`src/rtl/i2c_irq_status.sv`:
```
module i2c_irq_status (
  input  logic        clk,
  input  logic        rst_n,
  input  logic [1:0]  addr,
  input  logic        wr_en,
  input  logic        rd_en,
  input  logic [15:0] wdata,
  output logic [15:0] rdata,
  input  logic        bus_busy,
  input  logic [15:0] flag_set,
  input  logic [15:0] flag_clr,
  output logic        irq,
  output logic        dreq_rx,
  output logic        dreq_tx
);
  localparam logic [1:0]  A_STAT = 2'd0;
  localparam logic [1:0]  A_IEN  = 2'd1;
  localparam logic [1:0]  A_VEC  = 2'd2;
  localparam logic [1:0]  A_DMA  = 2'd3;
  localparam logic [15:0] FLAGS  = 16'h8C1E;
  localparam logic [15:0] SW_CLR = 16'h0027;
  localparam int BUSY_BIT = 12;
  localparam int RXD_BIT  = 15;
  localparam int TXD_BIT  = 7;
  localparam int RRDY     = 3;
  localparam int XRDY     = 4;

  logic [15:0] stat_q, stat_d;
  logic [5:0]  ien_q, ien_d;
  logic        rxd_q, txd_q;
  logic [15:0] pend;
  logic [3:0]  vec_idx;
  logic        vec_hit;
  logic [4:0]  vec_val;

  wire wr_stat = wr_en && addr == A_STAT;
  wire wr_ien  = wr_en && addr == A_IEN;
  wire wr_dma  = wr_en && addr == A_DMA;
  wire rd_vec  = rd_en && addr == A_VEC;

  assign pend = stat_q & {10'd0, ien_q};

  always_comb begin
    vec_hit = 1'b0;
    vec_idx = '0;
    for (int i = 15; i >= 0; i--) begin
      if (pend[i]) begin
        vec_hit = 1'b1;
        vec_idx = 4'(i);
      end
    end
  end

  assign vec_val = vec_hit ? {1'b0, vec_idx} + 5'd1 : 5'd0;

  always_comb begin
    stat_d = stat_q & ~flag_clr;
    if (wr_stat) stat_d = stat_d & ~(wdata & SW_CLR);
    if (rd_vec && vec_hit) stat_d[vec_idx] = 1'b0;
    stat_d = (stat_d | flag_set) & FLAGS;
  end

  always_comb begin
    ien_d = ien_q;
    if (wr_ien) ien_d = wdata[5:0];
    else if (wr_dma) begin
      if (wdata[RXD_BIT]) ien_d[RRDY] = 1'b0;
      if (wdata[TXD_BIT]) ien_d[XRDY] = 1'b0;
    end
  end

  always_ff @(posedge clk) begin
    if (!rst_n) begin
      stat_q <= '0;
      ien_q  <= '0;
      rxd_q  <= 1'b0;
      txd_q  <= 1'b0;
    end else begin
      stat_q <= stat_d;
      ien_q  <= ien_d;
      if (wr_dma) begin
        rxd_q <= wdata[RXD_BIT];
        txd_q <= wdata[TXD_BIT];
      end
    end
  end

  always_comb begin
    rdata = '0;
    case (addr)
      A_STAT: begin
        rdata = stat_q;
        rdata[BUSY_BIT] = bus_busy;
      end
      A_IEN:  rdata = {10'd0, ien_q};
      A_VEC:  rdata = {11'd0, vec_val};
      default: begin
        rdata[RXD_BIT] = rxd_q;
        rdata[TXD_BIT] = txd_q;
      end
    endcase
  end

  assign irq     = |pend;
  assign dreq_rx = stat_q[RRDY] & rxd_q;
  assign dreq_tx = stat_q[XRDY] & txd_q;
endmodule

```
`config.mk`:
```
export PLATFORM = sky130hd
export DESIGN_NAME = i2c_irq_status
export DESIGN_NICKNAME = d
export VERILOG_FILES = /design/src/rtl/i2c_irq_status.sv
export SDC_FILE = /design/constraint.sdc
export NUM_CORES = 1
export LEC_CHECK = 0
export BUFFER_PORTS_ARGS = -buffer_cell sky130_fd_sc_hd__clkbuf_2
export CORE_ASPECT_RATIO = 0.9
export CORE_MARGIN = 5
export CORE_UTILIZATION = 35
export CTS_BUF_LIST = sky130_fd_sc_hd__clkbuf_8
export DETAILED_ROUTE_END_ITERATION = 6
export GPL_TIMING_DRIVEN = 0
export PLACE_DENSITY = 0.77
export REMOVE_ABC_BUFFERS = 1
export SETUP_SLACK_MARGIN = 0.05
export SLEW_MARGIN = 20
export SYNTH_ARGS = -nofsm -noshare
export SYNTH_HDL_FRONTEND = slang
export SYNTH_SLANG_ARGS = --single-unit
```
`constraint.sdc`:
```
create_clock -name clk -period 1.47 [get_ports clk]
set_input_delay 0.294 -clock clk [delete_from_list [all_inputs] [get_ports clk]]
set_output_delay 0.294 -clock clk [all_outputs]
set_load 0.01 [all_outputs]
```
## Word level (Yosys, flattened, before mapping)

Cells that the tools add are included.

- Divide/modulo/power cells: 0
- Muxes and demuxes: 45
- Magnitude comparators: 2
- Shift operators: 0
- $add $sub $neg: 1
- Bitwise operators: 10
- Equal/unequal tests: 3
- Reductions and logical operators: 14
- Multiply operators: 0

Operators by type and width:

| kind | number |
|---|---|
| 4-bit two-way mux | 16 |
| 16-bit AND | 3 |
| 16-bit two-way mux | 2 |
| 16-bit inverter | 2 |
| 7-bit case mux with 3 select lines | 1 |
| 1-bit two-way mux | 19 |
| 16-bit by 6-bit AND with 16-bit output | 1 |
| 6-bit inverter with 16-bit output | 1 |
| 16-bit OR | 1 |
| 16-bit OR reduction | 1 |
| 7-bit two-way mux | 1 |
| 1-bit logical AND | 6 |
| 2-bit nonzero test | 3 |
| 4-bit by 1-bit adder with 5-bit output (second input constant) | 1 |
| 4-bit by 5-bit < comparator with 1-bit output (second input constant) | 1 |
| 5-bit two-way mux | 1 |
| 1-bit demux with 4-bit select | 1 |
| 2-bit == test (second input constant) | 2 |
| 4-bit by 1-bit >= comparator with 1-bit output (second input constant) | 1 |
| 2-bit two-way mux | 2 |
| 1-bit case mux with 2 select lines | 2 |
| 2-bit AND reduction | 2 |
| 1-bit AND | 2 |
| 2-bit by 1-bit == test with 1-bit output (second input constant) | 1 |
| other kinds (2) | 2 |

- Register bits: 24
- Output and inout bits: 19
- Memories: 0
- Latch bits: 0
- RAM bits: 0
- Word-level logic and storage cells: 82
- Memory bits (read-only): 0
- Bits of input ports: 55

## Depth between registers and ports, before layout

Gate-level depths: netlist of the first run.

- Depth after elaboration: 25
- Mapped depth: 7
- Depth with buffers taken out: 7

## Least setup slack after synthesis of the first run

OpenSTA, ideal clock, no wires.

- Path kind: register -> output
- Start point: reg stat_q[1]
- End point: out rdata[1]
- Buffers on the path: 0
- Arrival time: 1247 ps
- Data required time: 1176 ps
- Path slack: -71 ps
- Stages on the path, launching flop included: 5
- Path through: dfxtp_1 -> a222oi_1 -> nand2_1 -> nand3_1 -> o21ai_0

- Word-level cells in the longest chain between the ends: 6
- Elaborated cells between the ends (all ways): 8
- Classes of those cells: add/sub (1); mux (6); bitwise (1)

Ends and longest elaborated chain:

| what | line | text |
|---|---|---|
| start, declared | 28 | `logic [15:0] stat_q, stat_d;` |
| start signal, assigned | 79 | `stat_q <= stat_d;` |
| 16-bit by 6-bit AND with 16-bit output | 41 | `assign pend = stat_q & {10'd0, ien_q};` |
| 4-bit two-way mux (2 in series) | 47 | `if (pend[i]) begin` |
| 4-bit by 1-bit adder with 5-bit output | 54 | `assign vec_val = vec_hit ? {1'b0, vec_idx} + 5'd1 : 5'd0;` |
| 5-bit two-way mux | 54 |  |
| 7-bit case mux with 3 select lines (*) | 90 | `case (addr)` |
| end, declared | 8 | `output logic [15:0] rdata,` |

Mark *: on every way between the ends. The rest lies on a longest branch, timed or not.

## Worst setup path in the final report of the first run

- Start point: reg stat_q[1]
- End point: out rdata[2]

- Word-level cells in the longest chain between the ends: 6
- Elaborated cells between the ends (all ways): 8
- Classes of those cells: add/sub (1); mux (6); bitwise (1)

Ends and longest elaborated chain:

| what | line |
|---|---|
| 16-bit by 6-bit AND with 16-bit output (*) | 41 |
| 4-bit two-way mux (2 in series) | 47 |
| 4-bit by 1-bit adder with 5-bit output | 54 |
| 5-bit two-way mux (*) | 54 |
| 7-bit case mux with 3 select lines (*) | 90 |

Marked as above.

==> metrics.log, run 1 <==
INFO  metric run_status = complete, but fails checks
INFO  metric violations = setup timing
INFO  metric nFillCells = 245
INFO  metric ys_async_sr_fraction = 0%
INFO  metric netlist_instances = 114
INFO  metric cp.buffers_inverters = 2
INFO  metric first_global_vias = 985
INFO  metric power = 0.000930 W
INFO  metric drt-total-wl = 2.46 mm
INFO  metric chipWidth = 63.0 microns
INFO  metric timing.critical_path.from = stat_q[1]
INFO  metric number_of_i_o_pins = 74
INFO  metric most-common-layout-cells = sky130_fd_sc_hd__clkbuf_2 (40), sky130_fd_sc_hd__nand2_1 (17), sky130_fd_sc_hd__nand3_1 (15)
INFO  metric timing.reg2reg.setup_slack = 0.15 ns
INFO  metric gr-total-overflow = 0
INFO  metric cts_sinks = 15
INFO  metric total_of_buffers_placed_on_input_and_output_ports = 42
INFO  metric worstHoldPathCells = 2
INFO  metric worst_slew_pin_slew = 0.513 ns
INFO  metric std_cell_rows = 17
INFO  metric netlist_area = 886 sq um
INFO  metric final_layout_size_suffix_gt1_share = 39.7%
INFO  metric cp_slowest_stage_delay = 0.37 ns
INFO  metric report.final.slew_viol_count = 0
INFO  metric layout.cells.most_common = sky130_fd_sc_hd__clkbuf_2
INFO  metric synth_top_cell_area_share = 33.9%
INFO  metric grt_first_pass_wirelength = 4.20 mm
INFO  metric inst_count_dp = 177
INFO  metric hpwl = 1.91 mm
INFO  metric final-instance-count-excl-fill = 184
INFO  metric syn_to_final_growth = 34.2%
INFO  metric design_area = 1190 sq um
INFO  metric grt_util_all_layers = 14.3%
INFO  metric hold_class = in2reg
INFO  metric numCtsBuffers = 3
INFO  metric timing.final.crit_share = 129%
INFO  metric timing.final.setup_violations = 5
INFO  metric synthDominantAreaCellType = sky130_fd_sc_hd__dfxtp_1
INFO  metric power.leakage = 0.568 nW
INFO  metric cp_cell_sequence = a222oi_1 > buf_4 > mux2i_1 > o22ai_2 > clkbuf_2
INFO  metric finalWeightedCongestion = 0.749
INFO  metric cp-endpoint = rdata[2]
INFO  metric grt_max_degree = 18
INFO  metric maxSlewHeadroom = 65.7%
INFO  metric post_drt_wl_per_cell = 13.4 microns
INFO  metric route.antenna.remaining_nets = 0
INFO  metric final.setup_skew = 0.000918 ns
INFO  metric worstReg2RegStart = stat_q[1]
INFO  metric critPathRequiredTime = 1.18 ns
INFO  metric num_vias = 950
INFO  metric synthFlopType = sky130_fd_sc_hd__dfxtp_1
INFO  metric yosys_warnings = 0
INFO  metric synth.ff_latch_count = 15
INFO  metric fin_tns_setup = -1.51 ns
INFO  metric timing.critical_path.fanout_max = 4
INFO  metric yosysSeqAreaShare = 33.9%
INFO  metric synth_edf_count = 0
INFO  metric timing.final.hold_violations = 0
INFO  metric drt_pre_antenna_iters = 4
INFO  metric worstRegToRegCells = 4
INFO  metric fmax = 529 MHz
INFO  metric worst-path-stages = 5
INFO  metric cts_max_level = 1
INFO  metric vias_per_cell = 5.16
INFO  metric worstReg2RegEnd = stat_q[4]
INFO  metric post_layout_net_count = 213
INFO  metric placed_cell_area = 1080 sq um
INFO  metric timing.max_cap.violations = 0
INFO  metric rsz0062_at_grt = yes
INFO  metric ir_drop = 0.000638 V
INFO  metric timing.setup.critical_path_class = reg2out
INFO  metric fin_ws = -0.422 ns
INFO  metric worstSetupEndpointType = primary output
INFO  metric slowest_stage = sky130_fd_sc_hd__a222oi_1
INFO  metric clock_tree_from_tritoncts = done
INFO  metric power_per_cell_area = 783 nW/um^2
INFO  metric cp_top_family = compound AO/OA/AOI/OAI gates
INFO  metric grt_antenna_before_repair = 0
INFO  metric drt_iter0_markers = 25
INFO  metric synthesis.area_per_instance = 7.77 sq um
INFO  metric die_area = 3640 sq um
INFO  metric synth_top_cells_by_area = sky130_fd_sc_hd__dfxtp_1 (34%), sky130_fd_sc_hd__nand3_1 (9.0%), sky130_fd_sc_hd__nand2_1 (8.5%), sky130_fd_sc_hd__a21boi_0 (7.6%), sky130_fd_sc_hd__mux2i_1 (5.6%)
INFO  metric fp.dieH = 57.7 microns
INFO  metric critical_path_arrival = 1.60 ns
INFO  metric min_period = 1.89 ns
INFO  metric floorplan.core_area = 2450 sq um
INFO  metric cts.clk_slew.worst_paths = 0.06 ns
INFO  metric critPathLaunchType = register
INFO  metric num_antenna_cells = 0
INFO  metric cts-hold-fix-buffers = 0
INFO  metric cts_root_buffer = sky130_fd_sc_hd__clkbuf_8
INFO  metric post-route-drc-count = 0
INFO  metric cts_max_path_buffers = 2
INFO  metric initial_core_util = 36.2%
INFO  metric worst_skew_pair.late_latency = 0.25 ns
INFO  metric synth.lib_cells_used.distinct = 23
kinds of logic (layout without fill, tap and decap cells):
kind of cell / after synthesis / in the layout / share of synthesized area (%)
simple gates: 59 / 59 / 33.2
compound gates: 20 / 20 / 17.5
flops: 15 / 15 / 33.9
buf+inv: 13 / 51 / 7.91
mux: 5 / 5 / 5.65
fa+ha+maj: 1 / 1 / 1.41
other cells: 1 / 5 / 0.423
what timing repair did:
| item | in CTS | in global routing |
|---|---|---|
| hold endpoints to repair | 0 | 0 |
| gates resized for setup | 13 | 5 |
| setup endpoints to repair | 9 | 17 |
| setup buffers | 3 | 0 |
| pin swaps | 4 | 1 |
| cloned | 0 | 0 |
synthesized netlist by cell type, drive strengths merged, types with 4 or more instances:
library cell   n
nand2         20
nand3         16
dfxtp         15
a21boi         9
buf            7
and2           6
mux2i          5
nor2           5
nor2b          5
o21a           5
clkbuf         4
nand4          4
worst min-delay path by stage:
stage                 from   endpoint  slack [ns]
2_1_floorplan  flag_set[3]  stat_q[3]        0.40
3_3_place_gp      ien_q[5]   ien_q[5]        0.45
3_5_place_dp      ien_q[0]   ien_q[0]        0.46
4_1_cts        flag_set[2]  stat_q[2]        0.25
5_1_grt        flag_set[2]  stat_q[2]        0.26
6_report       flag_set[2]  stat_q[2]        0.26
final cells by class:
| type | count | area, sq um | share of cell area [%] |
|---|---|---|---|
| inverter | 2 | 7.51 | 0.632 |
| sequential | 15 | 310 | 26.1 |
| timing repair buffer | 45 | 239 | 20.1 |
| tap | 28 | 35.0 | 2.95 |
| multi-input combinational | 90 | 552 | 46.4 |
| clock inverter | 1 | 3.75 | 0.316 |
| clock buffer | 3 | 41.3 | 3.47 |
sequential cells by signal (all words and copies together), names as in the netlist:
name / count
rxd_q: 1
txd_q: 1
ien_q: 6
stat_q: 7
stage by stage:
step / util [%] / setup slack (ns) / hold WS [ns]
2_1_floorplan: - / -0.0714 / 0.401
3_3_place_gp: 44.3 / -0.228 / 0.450
3_5_place_dp: 44.3 / -0.288 / 0.461
4_1_cts: 48.1 / -0.346 / 0.252
5_1_grt: 48.6 / -0.501 / 0.263
6_report: 48.6 / -0.422 / 0.256
where the power goes:
group / internal (W) / switching (W)
Clock: 0.000185 / 0.000141
Sequential: 0.000428 / 0.0000186
Combinational: 0.0000752 / 0.0000825
metal layers:
| metal | up-vias | GRT usage [%] | wire length [microns] |
|---|---|---|---|
| met4 | 0 | 6.36 | 38 |
| li1 | 472 | - | - |
| met1 | 427 | 16.6 | 987 |
| met2 | 47 | 25.6 | 1240 |
| met5 | - | 0 | 0 |
| met3 | 4 | 2.52 | 196 |
Power figures use the tool's default switching activity.
==> inputs of run 2 (changes only) <==
--- a/config.mk
+++ b/config.mk
@@ -5,14 +5,13 @@
 export SDC_FILE = /design/constraint.sdc
 export NUM_CORES = 1
 export LEC_CHECK = 0
-export BUFFER_PORTS_ARGS = -buffer_cell sky130_fd_sc_hd__clkbuf_2
 export CORE_ASPECT_RATIO = 0.9
 export CORE_MARGIN = 5
-export CORE_UTILIZATION = 35
+export CORE_UTILIZATION = 38
 export CTS_BUF_LIST = sky130_fd_sc_hd__clkbuf_8
 export DETAILED_ROUTE_END_ITERATION = 6
+export DONT_BUFFER_PORTS = 1
 export GPL_TIMING_DRIVEN = 0
-export PLACE_DENSITY = 0.77
 export REMOVE_ABC_BUFFERS = 1
 export SETUP_SLACK_MARGIN = 0.05
 export SLEW_MARGIN = 20
==> run 2 against run 1 <==
The run still ends with setup timing left. Maximum frequency is 0.94% higher. Core utilization is 5.6 points lower. Sequential share of layout area is 6.2 points higher. Register-to-register slack worse by 0.07 ns. Critical path depth is 1 lower. Final cell count is 24% lower. Count of clock-buffer cells in the layout stayed put. Critical endpoint unchanged. Largest power group unchanged.
==> metrics.log, run 2 (synthesized netlist as in run 1, its figures left out) <==
INFO  metric min_period = 1.87 ns (-0.0177 ns)
INFO  metric worst_slew_pin_slew = 0.571 ns (+0.0579 ns)
INFO  metric timing.final.hold_violations = 0 (unchanged)
INFO  metric cp_cell_sequence = a222oi_1 > buf_4 > mux2i_1 > o22ai_2
INFO  metric vias_per_cell = 5.64 (+9.2%)
INFO  metric first_global_vias = 772 (-22%)
INFO  metric drt_iter0_markers = 58 (+130%)
INFO  metric pre_cts_slack = -0.250 ns (+0.0387 ns)
INFO  metric chipWidth = 60.9 microns (-3.4%)
INFO  metric cts_max_level = 1 (unchanged)
INFO  metric ir_drop = 0.000573 V (-10%)
INFO  metric worstHoldPathCells = 2 (unchanged)
INFO  metric combPwrFrac = 10.1% (-6.8 points)
INFO  metric timing.critical_path.fanout_max = 4 (unchanged)
INFO  metric multi_input_area = 539 sq um (-2.3%)
INFO  metric total_of_buffers_placed_on_input_and_output_ports = 0 (-100%)
INFO  metric initial_core_util = 40.2% (+4.0 points)
INFO  metric num_antenna_cells = 0 (unchanged)
INFO  metric report.final.slew_viol_count = 0 (unchanged)
INFO  metric floorplan.core_area = 2200 sq um (-10%)
INFO  metric share_of_power_burned_in_the_clock_network = 38.2% (+3.2 points)
INFO  metric grt_first_pass_wirelength = 3.45 mm (-18%)
INFO  metric largest_register = stat_q
INFO  metric top_regs = stat_q: 7 flops, ien_q: 6 flops
INFO  metric cts_root_buffer = sky130_fd_sc_hd__clkbuf_8
INFO  metric most-common-layout-cells = sky130_fd_sc_hd__nand2_1 (20), sky130_fd_sc_hd__nand3_1 (15), sky130_fd_sc_hd__dfxtp_1 (11)
INFO  metric switching_power = 0.000209 W (-14%)
INFO  metric syn_to_final_growth = 6.78%
INFO  metric hold_class = in2reg
INFO  metric fin_worst_hold_slack = 0.152 ns (-0.104 ns)
INFO  metric timing.max_cap.violations = 0 (unchanged)
INFO  metric ff_latch_area = 305 sq um (-1.6%)
INFO  metric num_vias = 789 (-17%)
INFO  metric grt_util_all_layers = 13.2% (-1.1 points)
INFO  metric cp_top_family = compound AO/OA/AOI/OAI gates
INFO  metric cts_max_path_buffers = 2 (unchanged)
INFO  metric final_layout_size_suffix_gt1_share = 10.6% (-29 points)
INFO  metric clock_tree_from_tritoncts = done
INFO  metric post-route-drc-count = 0 (unchanged)
INFO  metric finalWeightedCongestion = 0.762 (+1.7%)
INFO  metric slowest_stage = sky130_fd_sc_hd__a222oi_1
INFO  metric critPathRequiredTime = 1.18 ns (about the same)
INFO  metric cts_sinks = 15 (unchanged)
INFO  metric worstSetupEndpointType = primary output
INFO  metric power_per_cell_area = 911 nW/um^2 (+16%)
INFO  metric maxSlewHeadroom = 61.9% (-3.9 points)
INFO  metric power.leakage = 0.382 nW (-33%)
INFO  metric gr-total-overflow = 0 (unchanged)
INFO  metric power.internal = 0.000653 W (-5.2%)
INFO  metric timing.setup.critical_path_class = reg2out
INFO  metric critical_path_arrival = 1.58 ns (-0.02 ns)
INFO  metric drt_pre_antenna_iters = 5 (+1)
INFO  metric nFillCells = 239 (-2.4%)
INFO  metric fin_ws = -0.404 ns (+0.0177 ns)
INFO  metric drt-total-wl = 2.30 mm (-6.4%)
INFO  metric fmax = 533 MHz (+0.94%)
INFO  metric route.antenna.remaining_nets = 0 (unchanged)
INFO  metric inst_count_dp = 134 (-24%)
INFO  metric final-instance-count-excl-fill = 140 (-24%)
INFO  metric worst-path-stages = 4 (-1)
INFO  metric timing.final.crit_share = 128% (-1.2 points)
INFO  metric hpwl = 1.71 mm (-11%)
INFO  metric std_cell_rows = 16 (-1)
INFO  metric layout.cells.most_common = sky130_fd_sc_hd__nand2_1
INFO  metric critPathLaunchType = register
INFO  metric grt_antenna_before_repair = 0 (unchanged)
INFO  metric grt_max_degree = 18 (unchanged)
INFO  metric post_layout_net_count = 170 (-20%)
INFO  metric p_sw_share = 24.3% (-1.7 points)
INFO  metric timing.final.setup_violations = 4 (-1)
INFO  metric numCtsBuffers = 3 (unchanged)
INFO  metric fp.dieH = 55.8 microns (-3.3%)
INFO  metric final.setup_skew = 0.00306 ns (+0.00214 ns)
INFO  metric worstRegToRegCells = 4 (unchanged)
INFO  metric rsz0062_at_grt = yes
INFO  metric post_drt_wl_per_cell = 16.4 microns (+23%)
INFO  metric finish.utilization = 43.0% (-5.6 points)
INFO  metric worst_skew_pair.late_latency = 0.25 ns (about the same)
INFO  metric flip_flop_count_of_the_largest_register_all_copies_and_words_added = 7 (unchanged)
INFO  metric number_of_i_o_pins = 74 (unchanged)
INFO  metric cts.clk_slew.worst_paths = 0.06 ns (about the same)
INFO  metric cp.buffers_inverters = 1 (-1)
INFO  metric run_status = complete, but fails checks
INFO  metric pwr-share-seq = 51.7% (+3.7 points)
INFO  metric violations = setup timing
INFO  metric die_area = 3400 sq um (-6.6%)
INFO  metric cp_slowest_stage_delay = 0.46 ns (+0.09 ns)
-- run 2: final cells by class --
type,instances,share of cell area [%]
clock buffer,3,4.37
clock inverter,1,0.397
inverter,2,0.794
multi-input combinational,90,57.0
sequential,15,32.3
tap,27,3.57
timing repair buffer,2,1.59
-- run 2: routing by layer --
layer	part of all wire, %	routed length [microns]	vias up	track usage, %
met3	11	253	0	6.03
met5	0	0	-	0
met1	43	992	362	16.4
met4	0	0	0	2.79
met2	46	1050	44	20.6
li1	-	-	383	-
-- run 2: path summary, 6_finish.rpt --
kind                                   to         from  slack, ns
worst max register to register  stat_q[4]    stat_q[1]       0.08
worst min-delay path            stat_q[3]  flag_set[3]       0.15
worst min register to register   ien_q[5]     ien_q[5]       0.47
worst max-delay path             rdata[2]    stat_q[1]      -0.40
-- run 2: stage by stage --
step	total power, W	cell area, sq um	TNS (ns)
after floorplan	0.000519	838	-0.111
after global placement	0.000532	872	-0.542
after detailed placement	0.000535	872	-0.571
after CTS	0.000875	940	-0.909
after global routing	0.000901	946	-1.36
final	0.000862	946	-1.19
-- run 2: what timing repair did --
item,in CTS,in global routing
pin swaps,3,2
hold buffers,0,0
setup endpoints to repair,4,4
gates resized for setup,6,2
buffers inserted,2,0
-- run 2: power by group through the flow --
stage / Combinational (W) / Clock (W) / Sequential (W)
2_1_floorplan: 0.0000709 / 0 / 0.000448
3_3_place_gp: 0.0000803 / 0 / 0.000452
3_5_place_dp: 0.0000823 / 0 / 0.000453
4_1_cts: 0.0000862 / 0.000344 / 0.000445
5_1_grt: 0.0000974 / 0.000356 / 0.000448
6_report: 0.0000873 / 0.000329 / 0.000445
-- run 2: worst register-to-register path: cells and delay by family, from the launching register on --
family	cells	cell delay, ns
AOI/OAI and AO/OA	2	0.66
buffers and inverters	1	0.21
DFF	1	0.33
and+or+nand+nor	1	0.09
==> inputs of run 3 (changes only) <==
--- a/config.mk
+++ b/config.mk
@@ -14,6 +14,7 @@
 export GPL_TIMING_DRIVEN = 0
 export REMOVE_ABC_BUFFERS = 1
 export SETUP_SLACK_MARGIN = 0.05
+export SKIP_CTS_REPAIR_TIMING = 1
 export SLEW_MARGIN = 20
 export SYNTH_ARGS = -nofsm -noshare
 export SYNTH_HDL_FRONTEND = slang
==> constraint.sdc (replaced) <==
create_clock -name clk -period 2.3 [get_ports clk]
set_input_delay 0.46 -clock clk [delete_from_list [all_inputs] [get_ports clk]]
set_output_delay 0.46 -clock clk [all_outputs]
set_load 0.01 [all_outputs]
==> run 3 against run 2 <==
The run now ends clean. First-iteration DRC count rose by 33%. Combinational power fell by 39%. Critical endpoint is now rdata[1]. Routed wire length fell by 2.6%. Non-clock buffer count fell by 1. Highest routed layer unchanged. Final cell count fell by 0.71%. Sequential power fell by 36%. Largest power group unchanged. Via count fell by 0.51%. Core utilization fell by 0.97 points. Clock power fell by 36%. Hold slack improved by 0.17 ns. Power fell by 36%. Critical path type unchanged. Worst setup slack improved by 0.65 ns.
==> metrics.log, run 3 (synthesized netlist as in run 1, its figures left out) <==
INFO  metric finalWeightedCongestion = 0.762 (unchanged)
INFO  metric critPathRequiredTime = 1.84 ns (+0.66 ns)
INFO  metric post_drt_wl_per_cell = 16.1 microns (-1.9%)
INFO  metric post_layout_net_count = 169 (-0.59%)
INFO  metric floorplan.core_area = 2200 sq um (unchanged)
INFO  metric final.setup_skew = 0.00361 ns (+0.000552 ns)
INFO  metric min_from = flag_set[3]
INFO  metric syn_to_final_growth = 4.38%
INFO  metric run_status = complete, no violations
INFO  metric rsz0062_at_grt = no
INFO  metric die_area = 3400 sq um (unchanged)
INFO  metric hold_class = in2reg
INFO  metric drt-total-wl = 2.24 mm (-2.6%)
INFO  metric hpwl = 1.71 mm (unchanged)
INFO  metric grt_max_degree = 18 (unchanged)
INFO  metric worst_skew_pair.late_latency = 0.25 ns (about the same)
INFO  metric top_regs = stat_q: 7 flops, ien_q: 6 flops
INFO  metric timing.final.hold_violations = 0 (unchanged)
INFO  metric fin_tns_setup = 0 ns (+1.19 ns)
INFO  metric timing.setup.critical_path_class = reg2out
INFO  metric finish.utilization = 42.0% (-0.97 points)
INFO  metric first_global_vias = 731 (-5.3%)
INFO  metric number_of_i_o_pins = 74 (unchanged)
INFO  metric report.final.slew_viol_count = 0 (unchanged)
INFO  metric timing.max_cap.violations = 0 (unchanged)
INFO  metric num_vias = 785 (-0.51%)
INFO  metric total_of_buffers_placed_on_input_and_output_ports = 0 (unchanged)
INFO  metric worstHoldPathCells = 2 (unchanged)
INFO  metric critical_path_arrival = 1.59 ns (about the same)
INFO  metric cts_max_level = 1 (unchanged)
INFO  metric clock_tree_from_tritoncts = done
INFO  metric vias_per_cell = 5.65 (+0.21%)
INFO  metric multi_input_area = 531 sq um (-1.6%)
INFO  metric route.antenna.remaining_nets = 0 (unchanged)
INFO  metric power = 0.000549 W (-36%)
INFO  metric std_cell_rows = 16 (unchanged)
INFO  metric grt_first_pass_wirelength = 3.32 mm (-3.8%)
INFO  metric largest_register = stat_q
INFO  metric fmax = 487 MHz
INFO  metric layout.cells.most_common = sky130_fd_sc_hd__nand2_1
INFO  metric worstSetupEndpointType = primary output
INFO  metric power_per_cell_area = 594 nW/um^2 (-35%)
INFO  metric cts.clk_slew.worst_paths = 0.06 ns (about the same)
INFO  metric ff_latch_area = 300 sq um (-1.6%)
INFO  metric maxSlewHeadroom = 62.1% (+0.24 points)
INFO  metric worst_slew_pin_slew = 0.567 ns (-0.00355 ns)
INFO  metric power.leakage = 0.373 nW (-2.4%)
INFO  metric ir_drop = 0.000368 V (-36%)
INFO  metric gr-total-overflow = 0 (unchanged)
INFO  metric most-common-layout-cells = sky130_fd_sc_hd__nand2_1 (20), sky130_fd_sc_hd__nand3_1 (16), sky130_fd_sc_hd__dfxtp_1 (15)
INFO  metric flip_flop_count_of_the_largest_register_all_copies_and_words_added = 7 (unchanged)
INFO  metric numCtsBuffers = 3 (unchanged)
INFO  metric cts_root_buffer = sky130_fd_sc_hd__clkbuf_8
INFO  metric grt_util_all_layers = 12.7% (-0.50 points)
INFO  metric timing.critical_path.fanout_max = 5 (+1)
INFO  metric cts_sinks = 15 (unchanged)
INFO  metric critPathLaunchType = register
INFO  metric post-route-drc-count = 0 (unchanged)
INFO  metric cts_max_path_buffers = 2 (unchanged)
INFO  metric timing.critical_path.from = ien_q[1]
INFO  metric timing.final.setup_violations = 0 (-4)
INFO  metric nFillCells = 238 (-0.42%)
INFO  metric worstRegToRegCells = 4 (unchanged)
INFO  metric grt_antenna_before_repair = 0 (unchanged)
INFO  metric drt_pre_antenna_iters = 4 (-1)
INFO  metric fp.dieH = 55.8 microns (unchanged)
INFO  metric initial_core_util = 40.2% (unchanged)
INFO  metric num_antenna_cells = 0 (unchanged)
INFO  metric drt_iter0_markers = 77 (+33%)
INFO  metric min_period = 2.05 ns
INFO  metric final_layout_size_suffix_gt1_share = 4.46% (-6.2 points)
INFO  metric chipWidth = 60.9 microns (unchanged)
INFO  metric worstReg2RegStart = ien_q[1]
INFO  metric timing.final.crit_share = 89.2%
==> run 3: critical path: stages, from the launching register on <==
cell	delay [ns]
sky130_fd_sc_hd__dfxtp_1	0.34
sky130_fd_sc_hd__a222oi_1	0.44
sky130_fd_sc_hd__nand2_1	0.24
sky130_fd_sc_hd__nand3_1	0.15
sky130_fd_sc_hd__o21ai_0	0.18
==> run 3: path summary, 6_finish.rpt <==
| check | endpoint | slack (ns) |
|---|---|---|
| max reg2reg | stat_q[4] | 0.93 |
| min | stat_q[3] | 0.32 |
| min reg2reg | ien_q[5] | 0.47 |
| max | rdata[1] | 0.25 |
==> run 3: stage by stage <==
step | instances | setup WS [ns] | cell area, sq um | hold slack [ns]
2_1_floorplan | 107 | 0.593 | 838 | 0.439
3_3_place_gp | 134 | 0.409 | 872 | 0.448
3_5_place_dp | 134 | 0.414 | 872 | 0.461
4_1_cts | 138 | 0.123 | 917 | 0.312
5_1_grt | 139 | 0.183 | 925 | 0.338
6_report | 139 | 0.248 | 925 | 0.318
==> run 3: area by class of cell <==
class                           count  share of cell area, %
Timing Repair Buffer                1                  0.812
Multi-Input combinational cell     90                   57.4
Inverter                            2                  0.812
Sequential cell                    15                   32.5
Clock buffer                        3                   4.47
Tap cell                           27                   3.65
Clock inverter                      1                  0.406
==> run 3: where the power goes <==
part / switching [W] / internal, W / total (W)
Combinational: 0.0000291 / 0.0000242 / 0.0000533
Sequential: 0.0000109 / 0.000273 / 0.000284
Clock: 0.0000934 / 0.000118 / 0.000212
Total: 0.000133 / 0.000415 / 0.000549
==> run 3: per-layer routing <==
| metal | wire [microns] | track usage, % | vias to the layer above |
|---|---|---|---|
| li1 | - | - | 381 |
| met1 | 988 | 16.2 | 362 |
| met2 | 1010 | 19.5 | 42 |
| met3 | 246 | 6.03 | 0 |
| met4 | 0 | 1.86 | 0 |
| met5 | 0 | 0 | - |
